## config.mk

```make
export PLATFORM = sky130hd
export DESIGN_NAME = bl_pwm
export DESIGN_NICKNAME = d
export VERILOG_FILES = /design/src/rtl/bl_pwm_pkg.sv /design/src/rtl/bl_pwm_regs.sv /design/src/rtl/bl_pwm_xfer.sv /design/src/rtl/bl_pwm_core.sv /design/src/rtl/bl_pwm.sv
export SDC_FILE = /design/constraint.sdc
export NUM_CORES = 1
export LEC_CHECK = 0
export ABC_AREA = 1
export BUFFER_PORTS_ARGS = -buffer_cell sky130_fd_sc_hd__buf_2
export CAP_MARGIN = 20
export CORE_MARGIN = 2
export CORE_UTILIZATION = 51
export CTS_CLUSTER_SIZE = 30
export DETAILED_ROUTE_END_ITERATION = 8
export PLACE_DENSITY = 0.84
export SETUP_SLACK_MARGIN = 0.4
export SYNTH_ARGS = -nofsm -noshare
export SYNTH_HDL_FRONTEND = slang
export SYNTH_SLANG_ARGS = --single-unit
```

## constraint.sdc

```tcl
create_clock -name clk -period 4.3 [get_ports clk]
set_input_delay 0.86 -clock clk [delete_from_list [all_inputs] [get_ports clk]]
set_output_delay 0.86 -clock clk [all_outputs]
set_load 0.1 [all_outputs]
```

## src/rtl/bl_pwm_pkg.sv

```systemverilog
package bl_pwm_pkg;
  localparam int DIV_W = 10;
  localparam int PER_W = 12;
  localparam int HI_W  = 13;

  typedef struct packed {
    logic [HI_W-1:0]  hi;
    logic [PER_W-1:0] per;
    logic [DIV_W-1:0] div;
  } pwm_cfg_t;
endpackage

```

## src/rtl/bl_pwm_regs.sv

```systemverilog
module bl_pwm_regs
  import bl_pwm_pkg::*;
#(
  parameter int ADDR_W  = 8,
  parameter int DATA_W  = 32,
  parameter logic [ADDR_W-1:0] A_EN  = 'h00,
  parameter logic [ADDR_W-1:0] A_CM  = 'h08,
  parameter logic [ADDR_W-1:0] A_C0  = 'h10,
  parameter logic [ADDR_W-1:0] A_C1  = 'h14,
  parameter logic [ADDR_W-1:0] A_DBG = 'h80,
  parameter int DIV_LSB = 16,
  parameter int PER_LSB = 0,
  parameter int HI_LSB  = 16,
  parameter int DBG_W   = 2
) (
  input  logic              clk,
  input  logic              rst_n,
  input  logic [ADDR_W-1:0] addr,
  input  logic              wr,
  input  logic [DATA_W-1:0] wdata,
  output logic [DATA_W-1:0] rdata,
  output pwm_cfg_t          shadow,
  output logic              en,
  output logic              cm_bit,
  output logic              bypass
);
  localparam int DIV_MSB = DIV_LSB + DIV_W - 1;
  localparam int PER_MSB = PER_LSB + PER_W - 1;
  localparam int HI_MSB  = HI_LSB + HI_W - 1;

  pwm_cfg_t         sh_q, sh_d;
  logic             en_q, en_d, cm_q, cm_d;
  logic [DBG_W-1:0] dbg_q, dbg_d;

  always_comb begin
    sh_d  = sh_q;
    en_d  = en_q;
    cm_d  = cm_q;
    dbg_d = dbg_q;
    if (wr) begin
      unique case (addr)
        A_EN:    en_d  = wdata[0];
        A_CM:    cm_d  = wdata[0];
        A_C0:    sh_d.div = wdata[DIV_MSB:DIV_LSB];
        A_C1: begin
          sh_d.per = wdata[PER_MSB:PER_LSB];
          sh_d.hi  = wdata[HI_MSB:HI_LSB];
        end
        A_DBG:   dbg_d = wdata[DBG_W-1:0];
        default: ;
      endcase
    end
  end

  always_ff @(posedge clk or negedge rst_n) begin
    if (!rst_n) begin
      sh_q  <= '0;
      en_q  <= 1'b0;
      cm_q  <= 1'b0;
      dbg_q <= '0;
    end else begin
      sh_q  <= sh_d;
      en_q  <= en_d;
      cm_q  <= cm_d;
      dbg_q <= dbg_d;
    end
  end

  always_comb begin
    rdata = '0;
    unique case (addr)
      A_EN:    rdata[0] = en_q;
      A_CM:    rdata[0] = cm_q;
      A_C0:    rdata[DIV_MSB:DIV_LSB] = sh_q.div;
      A_C1: begin
        rdata[PER_MSB:PER_LSB] = sh_q.per;
        rdata[HI_MSB:HI_LSB]   = sh_q.hi;
      end
      A_DBG:   rdata[DBG_W-1:0] = dbg_q;
      default: ;
    endcase
  end

  assign shadow = sh_q;
  assign en     = en_q;
  assign cm_bit = cm_q;
  assign bypass = &dbg_q;
endmodule

```

## src/rtl/bl_pwm_xfer.sv

```systemverilog
module bl_pwm_xfer
  import bl_pwm_pkg::*;
(
  input  logic     clk,
  input  logic     rst_n,
  input  pwm_cfg_t shadow,
  input  logic     cm_bit,
  input  logic     bypass,
  input  logic     run,
  input  logic     cyc_end,
  output pwm_cfg_t work
);
  pwm_cfg_t work_q, work_d;
  logic     cm_prev_q, pend_q, pend_d;
  logic     cm_rise, load;

  assign cm_rise = cm_bit & ~cm_prev_q;
  assign load    = bypass | (pend_q & (cyc_end | ~run));

  always_comb begin
    pend_d = cm_rise | (pend_q & ~load);
    work_d = load ? shadow : work_q;
  end

  always_ff @(posedge clk or negedge rst_n) begin
    if (!rst_n) begin
      work_q    <= '0;
      cm_prev_q <= 1'b0;
      pend_q    <= 1'b0;
    end else begin
      work_q    <= work_d;
      cm_prev_q <= cm_bit;
      pend_q    <= pend_d;
    end
  end

  assign work = work_q;


  hold_mid_cycle_chk: assert property (@(posedge clk) disable iff (!rst_n)
    (!bypass && run && !cyc_end) |=> $stable(work_q));


  pend_only_on_rise_chk: assert property (@(posedge clk) disable iff (!rst_n)
    (!pend_q && !(cm_bit && !cm_prev_q)) |=> !pend_q);
endmodule

```

## src/rtl/bl_pwm_core.sv

```systemverilog
module bl_pwm_core
  import bl_pwm_pkg::*;
(
  input  logic     clk,
  input  logic     rst_n,
  input  logic     run,
  input  pwm_cfg_t work,
  output logic     cyc_end,
  output logic     pwm_out
);
  logic [DIV_W-1:0] pre_q, pre_d;
  logic [PER_W-1:0] per_q, per_d;
  logic             tick;

  assign tick    = pre_q >= work.div;
  assign cyc_end = run & tick & (per_q >= work.per);

  always_comb begin
    pre_d = pre_q;
    per_d = per_q;
    if (!run) begin
      pre_d = '0;
      per_d = '0;
    end else if (tick) begin
      pre_d = '0;
      per_d = cyc_end ? '0 : per_q + 1'b1;
    end else begin
      pre_d = pre_q + 1'b1;
    end
  end

  always_ff @(posedge clk or negedge rst_n) begin
    if (!rst_n) begin
      pre_q <= '0;
      per_q <= '0;
    end else begin
      pre_q <= pre_d;
      per_q <= per_d;
    end
  end

  assign pwm_out = run & ({1'b0, per_q} < work.hi);


  zero_width_low_chk: assert property (@(posedge clk) disable iff (!rst_n)
    (work.hi == '0) |-> !pwm_out);


  start_level_chk: assert property (@(posedge clk) disable iff (!rst_n)
    $rose(run) |-> (pwm_out == (work.hi != '0)));
endmodule

```

## src/rtl/bl_pwm.sv

```systemverilog
module bl_pwm
  import bl_pwm_pkg::*;
#(
  parameter int ADDR_W = 8,
  parameter int DATA_W = 32
) (
  input  logic              clk,
  input  logic              rst_n,
  input  logic [ADDR_W-1:0] reg_addr,
  input  logic              reg_wr,
  input  logic [DATA_W-1:0] reg_wdata,
  output logic [DATA_W-1:0] reg_rdata,
  output logic              pwm_out
);
  logic     rst_meta_q, rst_sync_q;
  pwm_cfg_t shadow, work;
  logic     en, cm_bit, bypass, cyc_end;

  always_ff @(posedge clk or negedge rst_n) begin
    if (!rst_n) begin
      rst_meta_q <= 1'b0;
      rst_sync_q <= 1'b0;
    end else begin
      rst_meta_q <= 1'b1;
      rst_sync_q <= rst_meta_q;
    end
  end

  bl_pwm_regs #(.ADDR_W(ADDR_W), .DATA_W(DATA_W)) u_regs (
    .clk(clk), .rst_n(rst_sync_q), .addr(reg_addr), .wr(reg_wr),
    .wdata(reg_wdata), .rdata(reg_rdata), .shadow(shadow), .en(en),
    .cm_bit(cm_bit), .bypass(bypass)
  );

  bl_pwm_xfer u_xfer (
    .clk(clk), .rst_n(rst_sync_q), .shadow(shadow), .cm_bit(cm_bit),
    .bypass(bypass), .run(en), .cyc_end(cyc_end), .work(work)
  );

  bl_pwm_core u_core (
    .clk(clk), .rst_n(rst_sync_q), .run(en), .work(work),
    .cyc_end(cyc_end), .pwm_out(pwm_out)
  );


  gate_low_chk: assert property (@(posedge clk) disable iff (!rst_sync_q)
    !en |-> !pwm_out);
endmodule

```

* Word-level counts from Yosys, hierarchy flattened
Cells that the tools add are included.
** Word-level totals
- Output and inout port bits :: 33
- Logic and storage cells :: 54
- Register bits after elaboration :: 100
** Operators by class
- Equality and inequality tests :: 5
- Bitwise logic cells :: 12
- Add/subtract/negate cells :: 2
- Reductions and logical operators :: 7
- $lt $le $gt $ge :: 3
- Mux-type cells :: 10
** Operators by type and width (number)
- 2-to-1 mux 12 bit :: 3
- 2-to-1 mux 10 bit :: 3
- case mux 10 bit (2 select lines) :: 1
- equality test 8 x 5 -> 1 bit (second input constant) :: 2
- < comparator 12 x 13 -> 1 bit :: 1
- adder 12 x 1 -> 12 bit (second input constant) :: 1
- >= comparator 12 bit :: 1
- AND reduction 2 bit :: 6
- adder 10 x 1 -> 10 bit (second input constant) :: 1
- >= comparator 10 bit :: 1
- equality test 8 x 4 -> 1 bit (second input constant) :: 1
- equality test 8 bit (second input constant) :: 1
- zero test 8 bit :: 1
- bitwise AND 1 bit :: 6
- case mux 1 bit (4 select lines) :: 1
- 2-to-1 mux 3 bit :: 1
- inverter 1 bit :: 3
- bitwise OR 1 bit :: 3
- inequality test 2 bit (second input constant) :: 1
- case mux 1 bit (2 select lines) :: 1

* Longest topological paths before layout
- Depth after elaboration :: 9
- Mapped depth :: 14
- Mapped depth without buffers :: 13

* By module
A second synthesis with hierarchy kept.
** Second synthesis, totals
- Cell total of the unflattened synthesis :: 741
- Area total of the unflattened synthesis :: 5845.6 µm²
** Modules (own cells, without submodules)
- bl_pwm_core :: area an instance 2199.6 µm², times used 1, cells an instance 312
- bl_pwm_regs :: area an instance 2107.0 µm², times used 1, cells an instance 266
- bl_pwm_xfer :: area an instance 1485.2 µm², times used 1, cells an instance 160
- bl_pwm :: area an instance 53.8 µm², times used 1, cells an instance 3

* Worst setup path after synthesis
Ideal clock, no wire load.
- Path type :: input port to output port
- Start :: in reg_addr[1]
- End :: out reg_rdata[10]
- Buffers on the path :: 1
- Data required time :: 3.440 ns
- Arrival :: 2.760 ns
- Stages on the path :: 6
- Path slack :: 0.680 ns
- Cell sequence :: nor2_1 > inv_1 > nor3_1 > nand2_1 > clkbuf_1 > nor2_1
** Between the ends
- Longest elaborated chain between the ends :: 2
** RTL lines
- start: declaration :: line bl_pwm.sv:9 : input logic [ADDR_W-1:0] reg_addr,
- equality test 8 x 5 -> 1 bit :: line bl_pwm_regs.sv:71 : unique case (addr)
- 2-to-1 mux 10 bit :: line bl_pwm_regs.sv:71
- end: declaration :: line bl_pwm.sv:12 : output logic [DATA_W-1:0] reg_rdata,
No other way between the ends.

* Worst setup path in the final report
- Start :: in reg_addr[1]
- End :: out reg_rdata[20]
** Between the ends
- Longest elaborated chain between the ends :: 2
** RTL lines (line)
- equality test 8 x 5 -> 1 bit :: bl_pwm_regs.sv:71
- case mux 10 bit (2 select lines) (*) :: bl_pwm_regs.sv:71
Mark *: on every way between the ends. The rest lies on a longest branch, timed or not.

==> results.txt <==
----------------------------------------------------
[Final layout]
  Fraction of final layout cells sized beyond drive strength 1 ... 0.166
  Commonest non-fill, non-tap cells in the layout ... sky130_fd_sc_hd__nand2_1, sky130_fd_sc_hd__inv_1, sky130_fd_sc_hd__dfrtp_1, sky130_fd_sc_hd__buf_2, sky130_fd_sc_hd__nand3_1
  Number of nets at the end of the flow ... 819
  N_diodes ... 0
  Multi-input gate area ... roughly 2500 sq um
  Leading cell type in the layout, fill and taps excluded ... sky130_fd_sc_hd__nand2_1
  Fillers ... 942
  Footprint of the flip-flops and latches ... 2510 sq um
  Signed area change from the synthesized netlist to the final layout ... 10.3%

[Floorplanning]
  Die height ... 108 microns
  Count of standard-cell rows ... 38
  Die width ... 108 microns
  Effective utilization at floorplan ... 0.517
  Boundary pin count ... 76
  Overall die area ... ~12000 sq um
  Core Box Area ... 10700 sq um

[Place]
  HPWL after detailed placement ... 8060 microns
  Post-Place Worst Slack ... about 1.0 ns
  Global placement routability congestion ... between 0.8 and 0.9
  I/O Buffers ... 61

[Synth]
  Post-Synthesis Cells ... 687
  Count of state elements after synthesis ... 100
  Primary FF master, synth ... sky130_fd_sc_hd__dfrtp_1
  Post-synth design cell area ... 5530 sq um
  Post-synth EDFFs ... 0
  Average instance area after synthesis ... roughly 8.0 sq um
  Sequential share of the synthesized area ... 0.453
  Total of warnings raised by yosys ... 0
  Async S/R FF share, synth ... 1.00
  Count of cell types in the netlist ... 34

[STA]
  Timing-limited maximum frequency ... 306 MHz
  Count of final hold-check violations ... 0
  Final-report setup violation count ... 0
  Fin Hold WS ... approximately 0.26 ns
  Clock period minus worst slack ... 3.27 ns
  RSZ-0062 raised after global routing ... no
  Crit path setup slack, layout ... 1.03 ns
  Final worst path period share ... 0.761
  Final worst clock skew ... 0.0132 ns
  Sum Neg Setup Slack ... 0 ns
  Count of pins over their slew limit ... 0
  Headroom to the max-slew limit ... 0.444
  Worst Max-Slew Pin Slew ... 0.832 ns

[GRT]
  Number of antenna violations at the first check in global routing ... 0
  First-pass GRT wire length ... 20100 microns
  Via count of the first global-routing pass ... 4447
  Global Route Usage Sum ... 0.215
  Remaining Overflow, GRT ... 0
  Largest net degree at the start of global routing ... 62

[Critical path]
  Depth of the worst register-to-register path ... 11
  Top cell family by delay on the critical path ... buffers and inverters
  Cell-by-cell trace of the critical path ... buf_2 > nor2_1 > inv_1 > nor3_1 > nand2_1 > buf_4 > inv_2 > a22o_1 > buf_2
  Worst path arrival time ... 2.41 ns
  Reg2Reg Setup Slack ... 1.71 ns
  Endpoint required time on the critical path ... 3.44 ns
  Delay contributed by the slowest stage of the critical path ... 0.43 ns
  Standard cell with the maximum stage delay on the critical path ... sky130_fd_sc_hd__buf_2
  Top cell by count, worst path ... sky130_fd_sc_hd__buf_2
  Maximum net fanout on the critical path ... 14
  Buf+Inv Stages, Crit Path ... 5
  Critical path capture point type ... output pin
  Start-to-end type of the worst setup path ... primary input to output pin
  Startpoint types ... primary input
  Reg2reg start ... u_core.pre_q[5]$_DFF_PN0_
  Terminus of the critical flop-to-flop path ... u_xfer.work[1]$_DFFE_PN0P_

[Power]
  VDD IR-drop max ... 313 uV
  Proportion of total power due to net switching ... 0.322
  Register share of total power ... 0.517
  Comb pwr share ... 0.183
  Share of total power in the clock network ... 0.300
  Sw Pwr ... 0.692 mW
  Internal power component ... 1.46 mW
  Lkg Pwr ... roughly 3.4 nW
  Total power divided by cell area ... 352 nW/um^2
  Total power ... 2.15 mW

[Clock network]
  Bufs on Longest Clock Path ... 2
  Worst skew pair latency ... between 0.3 and 0.4 ns
  Setup bufs post-CTS ... 0
  Clock root buffer master ... sky130_fd_sc_hd__clkbuf_8
  Hold buffers post-CTS ... 0
  Clock transition at the registers of the reported paths ... roughly 0.10 ns
  Number of buffers inserted during clock tree synthesis ... 9
  Post_cts resized ... 0
  CTS tree ... yes
  Number of clock sinks ... 100
  Deepest level of the CTS H-tree ... 3

[Route]
  Post-route DRC ... 0
  Number of vias per cell after detailed routing ... 5.13
  Initial DRC Count ... roughly 260
  Routed Wire Length ... roughly 11000 microns
  Via count ... approximately 4500
  Wirelength per Cell ... between 10 and 15 microns
  Number of search-and-repair iterations in the first detailed-routing pass ... 5
  Number of nets with antenna violations after detailed routing ... 0

[Min path]
  Path type of the worst min-delay path ... primary input to async pin

[Run status]
  Run status ... finished clean

[Flow run]
  Maximum capacitance violations ... 0

----------------------------------------------------
cell usage after synthesis (4+ instances only):
cell                       number  area share
sky130_fd_sc_hd__ha_1          35       0.079
sky130_fd_sc_hd__nor3_1         5      0.0045
sky130_fd_sc_hd__o21ai_0       31       0.028
sky130_fd_sc_hd__inv_1        105       0.071
sky130_fd_sc_hd__clkbuf_1      13      0.0088
sky130_fd_sc_hd__buf_4          7      0.0095
sky130_fd_sc_hd__buf_2          6      0.0054
sky130_fd_sc_hd__nor2_1        50       0.034
sky130_fd_sc_hd__xor2_1         4      0.0063
sky130_fd_sc_hd__a21oi_1       35       0.032
sky130_fd_sc_hd__nand2_2       32       0.036
sky130_fd_sc_hd__o21ai_1        5      0.0045
sky130_fd_sc_hd__a22o_1        11       0.017
sky130_fd_sc_hd__dfrtp_1      100        0.45
sky130_fd_sc_hd__nand4_1       15       0.017
sky130_fd_sc_hd__nand2_1      158        0.11
sky130_fd_sc_hd__nand3_1       52       0.047
metal layers:
layer  vias to the layer above  share of wire  global-route usage
li1                       2280              -                   -
met1                      2148           0.46               0.297
met2                        96           0.48               0.354
met3                        17          0.040              0.0247
met4                         0          0.016              0.0733
met5                         -              0                   0
metrics by stage:
step / area (sq um) / cells / util
final: 6100 / 886 / 0.570
after global routing: 6100 / 886 / 0.570
after CTS: 6100 / 886 / 0.570
after detailed placement: 5880 / 870 / 0.550
after global placement: 5880 / 870 / 0.550
after floorplan: 5550 / 693 / -
cell type report:
cell class	count	share of cell area
flip-flops and latches	100	0.411
inverters	108	0.0665
repair buffers	66	0.0562
clock buffers	9	0.0203
clock inverters	7	0.0154
well taps	140	0.0287
multi-input cells	456	0.402
logic make-up (layout without fill, tap and decap cells):
kind of cell,count (synthesis),count (layout),synth area share
xor+xnor,5,5,0.00792
fa+ha+maj,35,35,0.0792
other cells,2,8,0.00136
simple gates,322,322,0.264
flops,100,100,0.453
compound gates,86,86,0.0869
buf+inv,137,190,0.108
how the worst max path moves through the flow:
stage / startpoint / end / slack, ns / depth (start not counted)
final: reg_addr[1] / reg_rdata[20] / 1.03 / 9
after global routing: reg_addr[1] / reg_rdata[0] / 0.86 / 10
after CTS: reg_addr[1] / reg_rdata[20] / 1.02 / 9
after floorplan: reg_addr[1] / reg_rdata[10] / 0.68 / 6
after detailed placement: reg_addr[1] / reg_rdata[20] / 1.02 / 9
after global placement: reg_addr[1] / reg_rdata[20] / 1.05 / 9
worst register-to-register path, stage by stage (launching register included):
cell,delay (ns)
sky130_fd_sc_hd__dfrtp_1,0.45
sky130_fd_sc_hd__ha_1,0.33
sky130_fd_sc_hd__nand2_1,0.09
sky130_fd_sc_hd__inv_1,0.04
sky130_fd_sc_hd__nand2_1,0.05
sky130_fd_sc_hd__nand2_1,0.04
sky130_fd_sc_hd__nand2_1,0.08
sky130_fd_sc_hd__nand4_2,0.37
sky130_fd_sc_hd__nand3_4,0.49
sky130_fd_sc_hd__nand2_8,0.30
sky130_fd_sc_hd__nand2_2,0.19
sky130_fd_sc_hd__nand2_1,0.06
state kept, by name, indices dropped and copies added (netlist names), 2 cells and up:
name / count
u_regs.shadow: 35
u_xfer.work: 35
u_core.per_q: 12
u_core.pre_q: 10
u_regs.dbg_q: 2
power by group through the flow:
stage                     logic [mW]  clock network (mW)  registers [mW]
after detailed placement       0.388                   0            1.13
after global routing           0.457               0.696            1.13
after floorplan                0.319                   0            1.11
after CTS                      0.398               0.655            1.11
final                          0.393               0.645            1.11
after global placement         0.371                   0            1.12
No activity file was read; power rests on OpenSTA's default activity.
